### src/rtl/adc_seq_ctrl.sv
module adc_seq_ctrl #(
  parameter int DIV_W  = 8,
  parameter int DATA_W = 12
) (
  input  logic              clk,
  input  logic              rst_n,
  input  logic              ctl_wr,
  input  logic [7:0]        ctl_mask,
  input  logic [DIV_W-1:0]  ctl_div,
  input  logic              ctl_scan,
  input  logic              ctl_pwr,
  input  logic [2:0]        ctl_start,
  input  logic              ctl_rise,
  input  logic [5:0]        trig_in,
  input  logic              rsp_done,
  input  logic [DATA_W-1:0] rsp_data,
  output logic              cclk_en,
  output logic              req_start,
  output logic [2:0]        req_chan,
  output logic              busy,
  output logic              res_valid,
  output logic [2:0]        res_chan,
  output logic [DATA_W-1:0] res_data
);
  localparam logic [2:0] CODE_NOW = 3'd1;
  localparam logic [2:0] CODE_TRIG0 = 3'd2;

  logic [7:0]        mask_q;
  logic [DIV_W-1:0]  div_q, cnt_q;
  logic              scan_q, pwr_q, rise_q;
  logic [2:0]        code_q, chan_q;
  logic [5:0]        s1_q, s2_q, prev_q;
  logic              busy_q, req_q;
  logic              rv_q;
  logic [2:0]        rc_q;
  logic [DATA_W-1:0] rd_q;

  function automatic logic single(input logic [7:0] m);
    return $countones(m) == 1;
  endfunction

  function automatic logic [2:0] lowest(input logic [7:0] m);
    logic [2:0] r;
    r = '0;
    for (int i = 7; i >= 0; i--)
      if (m[i]) r = 3'(i);
    return r;
  endfunction

  function automatic logic [2:0] after(input logic [7:0] m, input logic [2:0] base);
    logic [2:0] r;
    logic       hit;
    r   = base;
    hit = 1'b0;
    for (int i = 1; i <= 8; i++) begin
      if (!hit && m[(int'(base) + i) & 7]) begin
        r   = 3'((int'(base) + i) & 7);
        hit = 1'b1;
      end
    end
    return r;
  endfunction

  logic [2:0] trig_idx;
  logic       trig_mode, edge_seen, trig_hit, wr_go;

  assign trig_idx  = code_q - CODE_TRIG0;
  assign trig_mode = code_q >= CODE_TRIG0;
  assign edge_seen = rise_q ? (s2_q[trig_idx] & ~prev_q[trig_idx])
                            : (~s2_q[trig_idx] & prev_q[trig_idx]);
  assign trig_hit  = pwr_q && !scan_q && trig_mode && single(mask_q) && !busy_q && edge_seen;
  assign wr_go     = ctl_pwr && (ctl_scan ? (ctl_mask != '0)
                                          : (ctl_start == CODE_NOW && single(ctl_mask)));

  assign cclk_en   = pwr_q && (cnt_q == div_q);
  assign req_start = req_q;
  assign req_chan  = chan_q;
  assign busy      = busy_q;
  assign res_valid = rv_q;
  assign res_chan  = rc_q;
  assign res_data  = rd_q;

  always_ff @(posedge clk or negedge rst_n) begin
    if (!rst_n) begin
      s1_q   <= '0;
      s2_q   <= '0;
      prev_q <= '0;
      cnt_q  <= '0;
    end else begin
      s1_q   <= trig_in;
      s2_q   <= s1_q;
      prev_q <= s2_q;
      if (ctl_wr || !pwr_q || cnt_q == div_q) cnt_q <= '0;
      else                                    cnt_q <= cnt_q + 1'b1;
    end
  end

  always_ff @(posedge clk or negedge rst_n) begin
    if (!rst_n) begin
      mask_q <= '0;
      div_q  <= '0;
      scan_q <= 1'b0;
      pwr_q  <= 1'b0;
      code_q <= '0;
      rise_q <= 1'b0;
      busy_q <= 1'b0;
      req_q  <= 1'b0;
      chan_q <= '0;
      rv_q   <= 1'b0;
      rc_q   <= '0;
      rd_q   <= '0;
    end else begin
      req_q <= 1'b0;
      rv_q  <= 1'b0;
      if (ctl_wr) begin
        mask_q <= ctl_mask;
        div_q  <= ctl_div;
        scan_q <= ctl_scan;
        pwr_q  <= ctl_pwr;
        code_q <= ctl_start;
        rise_q <= ctl_rise;
        busy_q <= wr_go;
        req_q  <= wr_go;
        if (wr_go) chan_q <= lowest(ctl_mask);
      end else if (busy_q && rsp_done) begin
        rv_q <= 1'b1;
        rc_q <= chan_q;
        rd_q <= rsp_data;
        if (scan_q && pwr_q && mask_q != '0) begin
          busy_q <= 1'b1;
          req_q  <= 1'b1;
          chan_q <= after(mask_q, chan_q);
        end else begin
          busy_q <= 1'b0;
        end
      end else if (trig_hit) begin
        busy_q <= 1'b1;
        req_q  <= 1'b1;
        chan_q <= lowest(mask_q);
      end
    end
  end

  a_r1_req_implies_busy: assert property (@(posedge clk) disable iff (!rst_n)
    req_q |-> busy_q);
  a_r8_no_activity_unpowered: assert property (@(posedge clk) disable iff (!rst_n)
    !pwr_q |-> (!req_q && !busy_q && !cclk_en));
  a_r4_single_needs_onehot: assert property (@(posedge clk) disable iff (!rst_n)
    (req_q && !scan_q) |-> ($countones(mask_q) == 1));
  a_r5_req_in_mask: assert property (@(posedge clk) disable iff (!rst_n)
    req_q |-> mask_q[chan_q]);
  a_r10_result_after_busy: assert property (@(posedge clk) disable iff (!rst_n)
    rv_q |-> $past(busy_q));
  a_r11_stop_code_idle: assert property (@(posedge clk) disable iff (!rst_n)
    (req_q && !scan_q) |-> (code_q != 3'd0));
endmodule

### config.mk
export PLATFORM = sky130hd
export DESIGN_NAME = adc_seq_ctrl
export DESIGN_NICKNAME = d
export VERILOG_FILES = /design/src/rtl/adc_seq_ctrl.sv
export SDC_FILE = /design/constraint.sdc
export NUM_CORES = 1
export LEC_CHECK = 0
export ABC_CLOCK_PERIOD_IN_PS = 6370
export BUFFER_PORTS_ARGS = -buffer_cell sky130_fd_sc_hd__buf_2
export CAP_MARGIN = 20
export CORE_MARGIN = 4
export CORE_UTILIZATION = 40
export CTS_BUF_LIST = sky130_fd_sc_hd__clkbuf_16
export DETAILED_ROUTE_END_ITERATION = 6
export MAX_ROUTING_LAYER = met4
export PLACE_DENSITY = 0.66
export SKIP_CTS_REPAIR_TIMING = 1
export SLEW_MARGIN = 10
export SYNTH_ARGS = -nofsm -noshare
export SYNTH_HDL_FRONTEND = slang
export SYNTH_SLANG_ARGS = --single-unit
export TNS_END_PERCENT = 50
### constraint.sdc
create_clock -name clk -period 6.37 [get_ports clk]
set_input_delay 1.911 -clock clk [delete_from_list [all_inputs] [get_ports clk]]
set_output_delay 1.911 -clock clk [all_outputs]
set_load 0.005 [all_outputs]
==> flow_summary.yaml, run 1 <==
route:
  firstDrtPassIters: 5
  wire_per_inst_microns: 15.7
  vias: 3147
  wirelength_microns: 9450
  drc: 0
  ant_nets: 0
  vias_per_cell: 5.24
  drt_iter0_markers: 151
pwr:
  pwr-share-seq_pct: 35.6
  netSwitchingFraction_pct: 36.3
  power.share.clock_pct: 28.8
  leakagePower_nw: 2.25
  p_sw_mw: 0.579
  p_comb_share_pct: 35.6
  power_density_nw_per_um2: 334
  internal_power_mw: 1.02
  vdd_ir_drop_max_mv: 0.157
cts:
  cts_buffers: 9
  cts-root-buf: "clkbuf_16"
  cts_sinks: 69
  clk_latency_ps: 330
  clock_path_buffers: 2
  cts_tree: "built"
  clk_pin_slew_ps: 60
  htree_levels: 3
sta:
  holdWs_ps: 349
  rsz0062_at_grt: "no"
  finalSetupViolations: 0
  finalCritPeriodShare_pct: 87.9
  relSlewSlack_pct: 34.5
  period_needed_ps: 5600
  drv_slew: 0
  fin_tns_setup_ps: 0
  worst_pin_slew_ps: 983
  final_hold_viol_count: 0
  fin_skew_ps: 7.05
  max_freq_mhz: 179
global_route:
  grt_pass1_wl_microns: 15700
  grt_pass1_vias: 3167
  grt_max_degree: 70
  antenna_found_initial: 0
  track_usage_pct: 17.5
  grt_overflow: 0
final_layout:
  layout_commonest_cell: "dfrtp_1"
  multiInputGateArea_sq_um: 2130
  syn_to_final_growth_pct: 16.7
  drive_above_1_share_pct: 25.1
  nets: 527
  regArea_sq_um: 1730
  postLayoutCellArea_sq_um: 4780
  mostFrequentLayoutCells: "69 x dfrtp_1, 65 x buf_2, 64 x nand2_1"
  fillers: 923
flow_run:
  cap_violations: 0
setup_path:
  crit_path_start_kind: "primary input"
  arrival_ps: 5860
  cp_max_fo: 4
  required_ps: 6620
  path_class: "in -> reg"
  cp-end-kind: "flip-flop"
worst_hold_path:
  holdCritPathClass: "reg -> reg"
synthesis:
  synth_cell_types: 62
  yosysTopAreaCell: "dfrtp_1"
  ys_warn_count: 0
  synth_area_leaders: "dfrtp_1 42%, nand2_1 5.9%, mux4_2 5.5%"
  synth_fp_nets: 472
  seq_area_frac_synth_pct: 42.2
  syn_avg_cell_area_sq_um: 10.1
  synth_edf_count: 0
  synthCells: 407
  ys_seq_elements: 69
  synth_top_area_share_pct: 42.2
  async_flop_share_pct: 100
  synth-main-ff-cell: "dfrtp_1"
  netlist_area_sq_um: 4090
die:
  die_w_microns: 109
  fp.coreArea_sq_um: 9860
  start_util_pct: 41.5
  rows: 36
  io-pin-count: 66
  die_h_microns: 109
  die-area_sq_um: 11900
placement:
  postPlaceCellArea_sq_um: 4500
  io_buffer_count: 65
  dp_hpwl_microns: 6910
  gp_congestion: 0.955
status:
  status: "finished clean"
## layer usage
layer / track usage [%] / up-vias / routed length [microns]
li1: - / 1521 / -
met1: 23.5 / 1515 / 4440
met2: 26.0 / 96 / 4290
met3: 4.32 / 15 / 549
met4: 5.68 / 0 / 170
met5: - / - / 0
## sequential cells by signal (all words and copies together) (netlist names)
name and count:
res_chan 3, busy 1, scan_q 1, div_q 8, mask_q 8, req_start 1, prev_q 6, req_chan 3
rise_q 1, s2_q 6, res_data 12, cnt_q 8, s1_q 6, code_q 3, res_valid 1, pwr_q 1
## stage by stage
stage | setup WS (ps) | util [%] | total power [mW] | std cells
after floorplan | 991 | - | 0.969 | 407
after global placement | 530 | 45.6 | 1.13 | 584
after detailed placement | 435 | 45.6 | 1.13 | 584
after CTS | 731 | 48.4 | 1.60 | 600
after global routing | 388 | 48.4 | 1.70 | 600
final | 769 | 48.4 | 1.60 | 601
## power by group through the flow
stage               combinational, mW  sequential (mW)  clock (mW)
floorplan                       0.436            0.534           0
global placement                0.559            0.573           0
detailed placement              0.559            0.574           0
CTS                             0.565            0.568       0.470
global route                    0.632            0.580       0.491
finish                          0.568            0.568       0.460
## cell usage after synthesis, types with 2 or more instances
cell type,count
inv_1,37
a21oi_1,11
or2_2,3
nand4_1,4
mux4_2,10
nor3b_1,4
buf_1,4
o21ai_0,20
a31oi_1,2
a41oi_1,2
o31ai_1,3
nand3_1,10
a32oi_1,2
dfrtp_1,69
fa_1,8
and3_1,3
clkbuf_1,15
o21ai_1,3
o22ai_1,2
and2_1,2
buf_2,2
nand2_1,64
mux2_1,2
a2111oi_0,3
nor2_1,21
nor3_1,5
ha_1,13
a221oi_1,2
mux2_2,17
mux2i_1,12
and3b_1,2
or3_1,4
xor2_1,8
xnor2_1,10
## area by class of cell
| cell class | count | share of cell area [%] |
|---|---|---|
| well taps | 133 | 3.48 |
| clock buffers | 9 | 4.72 |
| inverters | 39 | 3.07 |
| flip-flops and latches | 69 | 36.2 |
| diodes | 1 | 0.0524 |
| repair buffers | 66 | 6.97 |
| multi-input cells | 277 | 44.5 |
| clock inverters | 7 | 1.02 |
## worst max-delay path, stage by stage
cell       delay [ps]
buf_2             100
inv_1              80
fa_1              560
fa_1              440
fa_1              450
inv_1              90
ha_1              170
inv_1              60
fa_1              370
a2111oi_0         390
a21oi_1            70
o41ai_1           530
o21ai_1           240
a21oi_1           210
mux2i_1           190
## kinds of logic after synthesis
kind of cell    Yosys count  synth area share, %
simple gates            134                 15.9
xor+xnor                 18                 3.85
buf+inv                  61                 5.84
compound gates           61                 9.63
fa+ha+maj                21                 7.89
mux                      43                 14.7
flops                    69                 42.2
## path summary, 6_finish.rpt
path	start	end	slack (ps)	cells past startpoint
setup / recovery	ctl_mask[0]	req_chan[1]$_DFFE_PN0P_	770	15
hold / removal	s1_q[3]$_DFF_PN0_	s2_q[3]$_DFF_PN0_	350	0
setup reg to reg	mask_q[1]$_DFFE_PN0P_	req_chan[1]$_DFFE_PN0P_	1800	14
hold reg to reg	s1_q[3]$_DFF_PN0_	s2_q[3]$_DFF_PN0_	350	0
max in group asynchronous	rst_n	mask_q[0]$_DFFE_PN0P_	4030	2
min in group asynchronous	rst_n	s1_q[4]$_DFF_PN0_	1790	2
(Power assumes the default switching activity.)
==> run 2: changes to the inputs <==
--- a/config.mk
+++ b/config.mk
@@ -8,6 +8,7 @@
 export ABC_CLOCK_PERIOD_IN_PS = 6370
 export BUFFER_PORTS_ARGS = -buffer_cell sky130_fd_sc_hd__buf_2
 export CAP_MARGIN = 20
+export CORE_ASPECT_RATIO = 1.1
 export CORE_MARGIN = 4
 export CORE_UTILIZATION = 40
 export CTS_BUF_LIST = sky130_fd_sc_hd__clkbuf_16
==> constraint.sdc (replaced) <==
create_clock -name clk -period 6.37 [get_ports clk]
set_input_delay 1.911 -clock clk [delete_from_list [all_inputs] [get_ports clk]]
set_output_delay 1.911 -clock clk [all_outputs]
set_load 0.02 [all_outputs]
==> flow_summary.yaml, run 2 (synthesis gave the netlist of run 1 again) <==
route:
  vias: 3155
  vias_per_cell: 5.36
  wire_per_inst_microns: 16.1
  wl_met3_microns: 454
  drt-met1-wl_microns: 3990
  ant_nets: 0
  dr_wl_met2_microns: 4660
  firstDrtPassIters: 4
  wirelength_microns: 9460
  drt_iter0_markers: 192
  drc: 0
  highest_layer: "met4"
final_layout:
  drive_above_1_share_pct: 25.0
  mostFrequentLayoutCells: "69 x dfrtp_1, 65 x buf_2, 64 x nand2_1"
  layout_commonest_cell: "dfrtp_1"
  post-route-util_pct: 48.4
  nets: 528
  largest_register_ffs: 12
  syn_to_final_growth_pct: 17.5
cts:
  cts_sinks: 69
  cts_buffers: 9
  cts-root-buf: "clkbuf_16"
  cts_tree: "built"
  htree_levels: 3
  clock_path_buffers: 2
  clk_pin_slew_ps: 50
  clk_latency_ps: 330
setup_path:
  critical_path.max_stage_delay_ps: 540
  critical_path.slowest_cell: "fa_1"
  path_class: "in -> reg"
  required_ps: 6620
  critical_path.cell_chain: "buf_2 -> inv_1 -> fa_1 -> fa_1 -> fa_1 -> inv_1 -> ha_1 -> inv_1 -> fa_1 -> a2111oi_0 -> a21oi_1 -> o41ai_1 -> o21ai_1 -> a21oi_1 -> mux2i_1"
  r2r_start: "mask_q[1]$_DFFE_PN0P_"
  cpMostUsedCell: "fa_1"
  cp-end-kind: "flip-flop"
  r2r_end: "req_chan[1]$_DFFE_PN0P_"
  worstRegToRegCells: 14
  cp_max_fo: 4
  crit_start: "ctl_mask[0]"
  reg2reg_slack_ps: 1840
  arrival_ps: 5820
  crit_path_start_kind: "primary input"
worst_hold_path:
  holdCritPathClass: "reg -> reg"
  min_to: "s2_q[3]$_DFF_PN0_"
  worstHoldStart: "s1_q[3]$_DFF_PN0_"
  worstHoldPathCells: 0
placement:
  io_buffer_count: 65
  dp_hpwl_microns: 7170
  gp_congestion: 0.914
pwr:
  finalPower_mw: 1.69
  vdd_ir_drop_max_mv: 0.177
  leakagePower_nw: 2.28
  power_density_nw_per_um2: 351
sta:
  max_freq_mhz: 179
  fin_tns_setup_ps: 0
  drv_slew: 0
  finalCritPeriodShare_pct: 87.5
  period_needed_ps: 5580
  rsz0062_at_grt: "no"
  finalSetupViolations: 0
  fin_skew_ps: 4.72
  worst_pin_slew_ps: 731
  final_hold_viol_count: 0
  relSlewSlack_pct: 50.0
global_route:
  grt_max_degree: 49
  grt_overflow: 0
  grt_pass1_vias: 3190
  track_usage_pct: 17.2
  antenna_found_initial: 1
  grt_pass1_wl_microns: 15700
flow_run:
  cap_violations: 0
die:
  io-pin-count: 66
  start_util_pct: 41.2
  fp.coreArea_sq_um: 9940
  rows: 38
  die-area_sq_um: 11900
  die_h_microns: 114
  die_w_microns: 104
status:
  status: "finished clean"
## run 2: cell count changes in the layout (fill, tap and decap cells not counted), sizes merged
cell      change
clkinvlp      -1
buf           +1
bufinv        +2
inv           -1
## run 2: final cells by class
type | instances | area (sq um)
tap | 120 | 150
inverter | 39 | 146
clock inverter | 7 | 91.3
antenna | 1 | 2.50
timing repair buffer | 67 | 340
clock buffer | 9 | 225
multi-input combinational | 277 | 2130
sequential | 69 | 1730
fill | 909 | 5130
## run 2: worst max path at each step
stage                                    endpoint  depth (start not counted)
final                     req_chan[1]$_DFFE_PN0P_                         15
after global routing      req_chan[1]$_DFFE_PN0P_                         15
after CTS                 req_chan[1]$_DFFE_PN0P_                         15
after detailed placement  req_chan[1]$_DFFE_PN0P_                         15
after global placement    req_chan[1]$_DFFE_PN0P_                         15
after floorplan           req_chan[0]$_DFFE_PN0P_                         13
## run 2: critical path: cells and delay by family
family	cells	cell delay, ps
buf+inv	4	280
fa+ha+maj	5	2000
compound gates	5	1400
mux	1	210
## run 2: power breakdown
part / internal (mW) / switching (mW) / leakage, nW / total [mW]
Clock: 0.340 / 0.177 / 0.150 / 0.517
Sequential: 0.493 / 0.0576 / 0.849 / 0.551
Combinational: 0.261 / 0.361 / 1.28 / 0.622
Total: 1.09 / 0.596 / 2.28 / 1.69
## run 2: through the flow
stage	cell area (sq um)	hold WS, ps	cells	worst slack (ps)
2_1_floorplan	4090	331	407	991
3_3_place_gp	4490	333	572	561
3_5_place_dp	4490	335	572	427
4_1_cts	4810	347	588	767
5_1_grt	4810	356	589	517
6_report	4810	345	589	794
## run 2: metal layers
metal,GRT usage (%),vias up
met2,26.8,83
met4,8.60,0
met3,3.50,21
met1,21.5,1522
li1,-,1529
met5,-,-
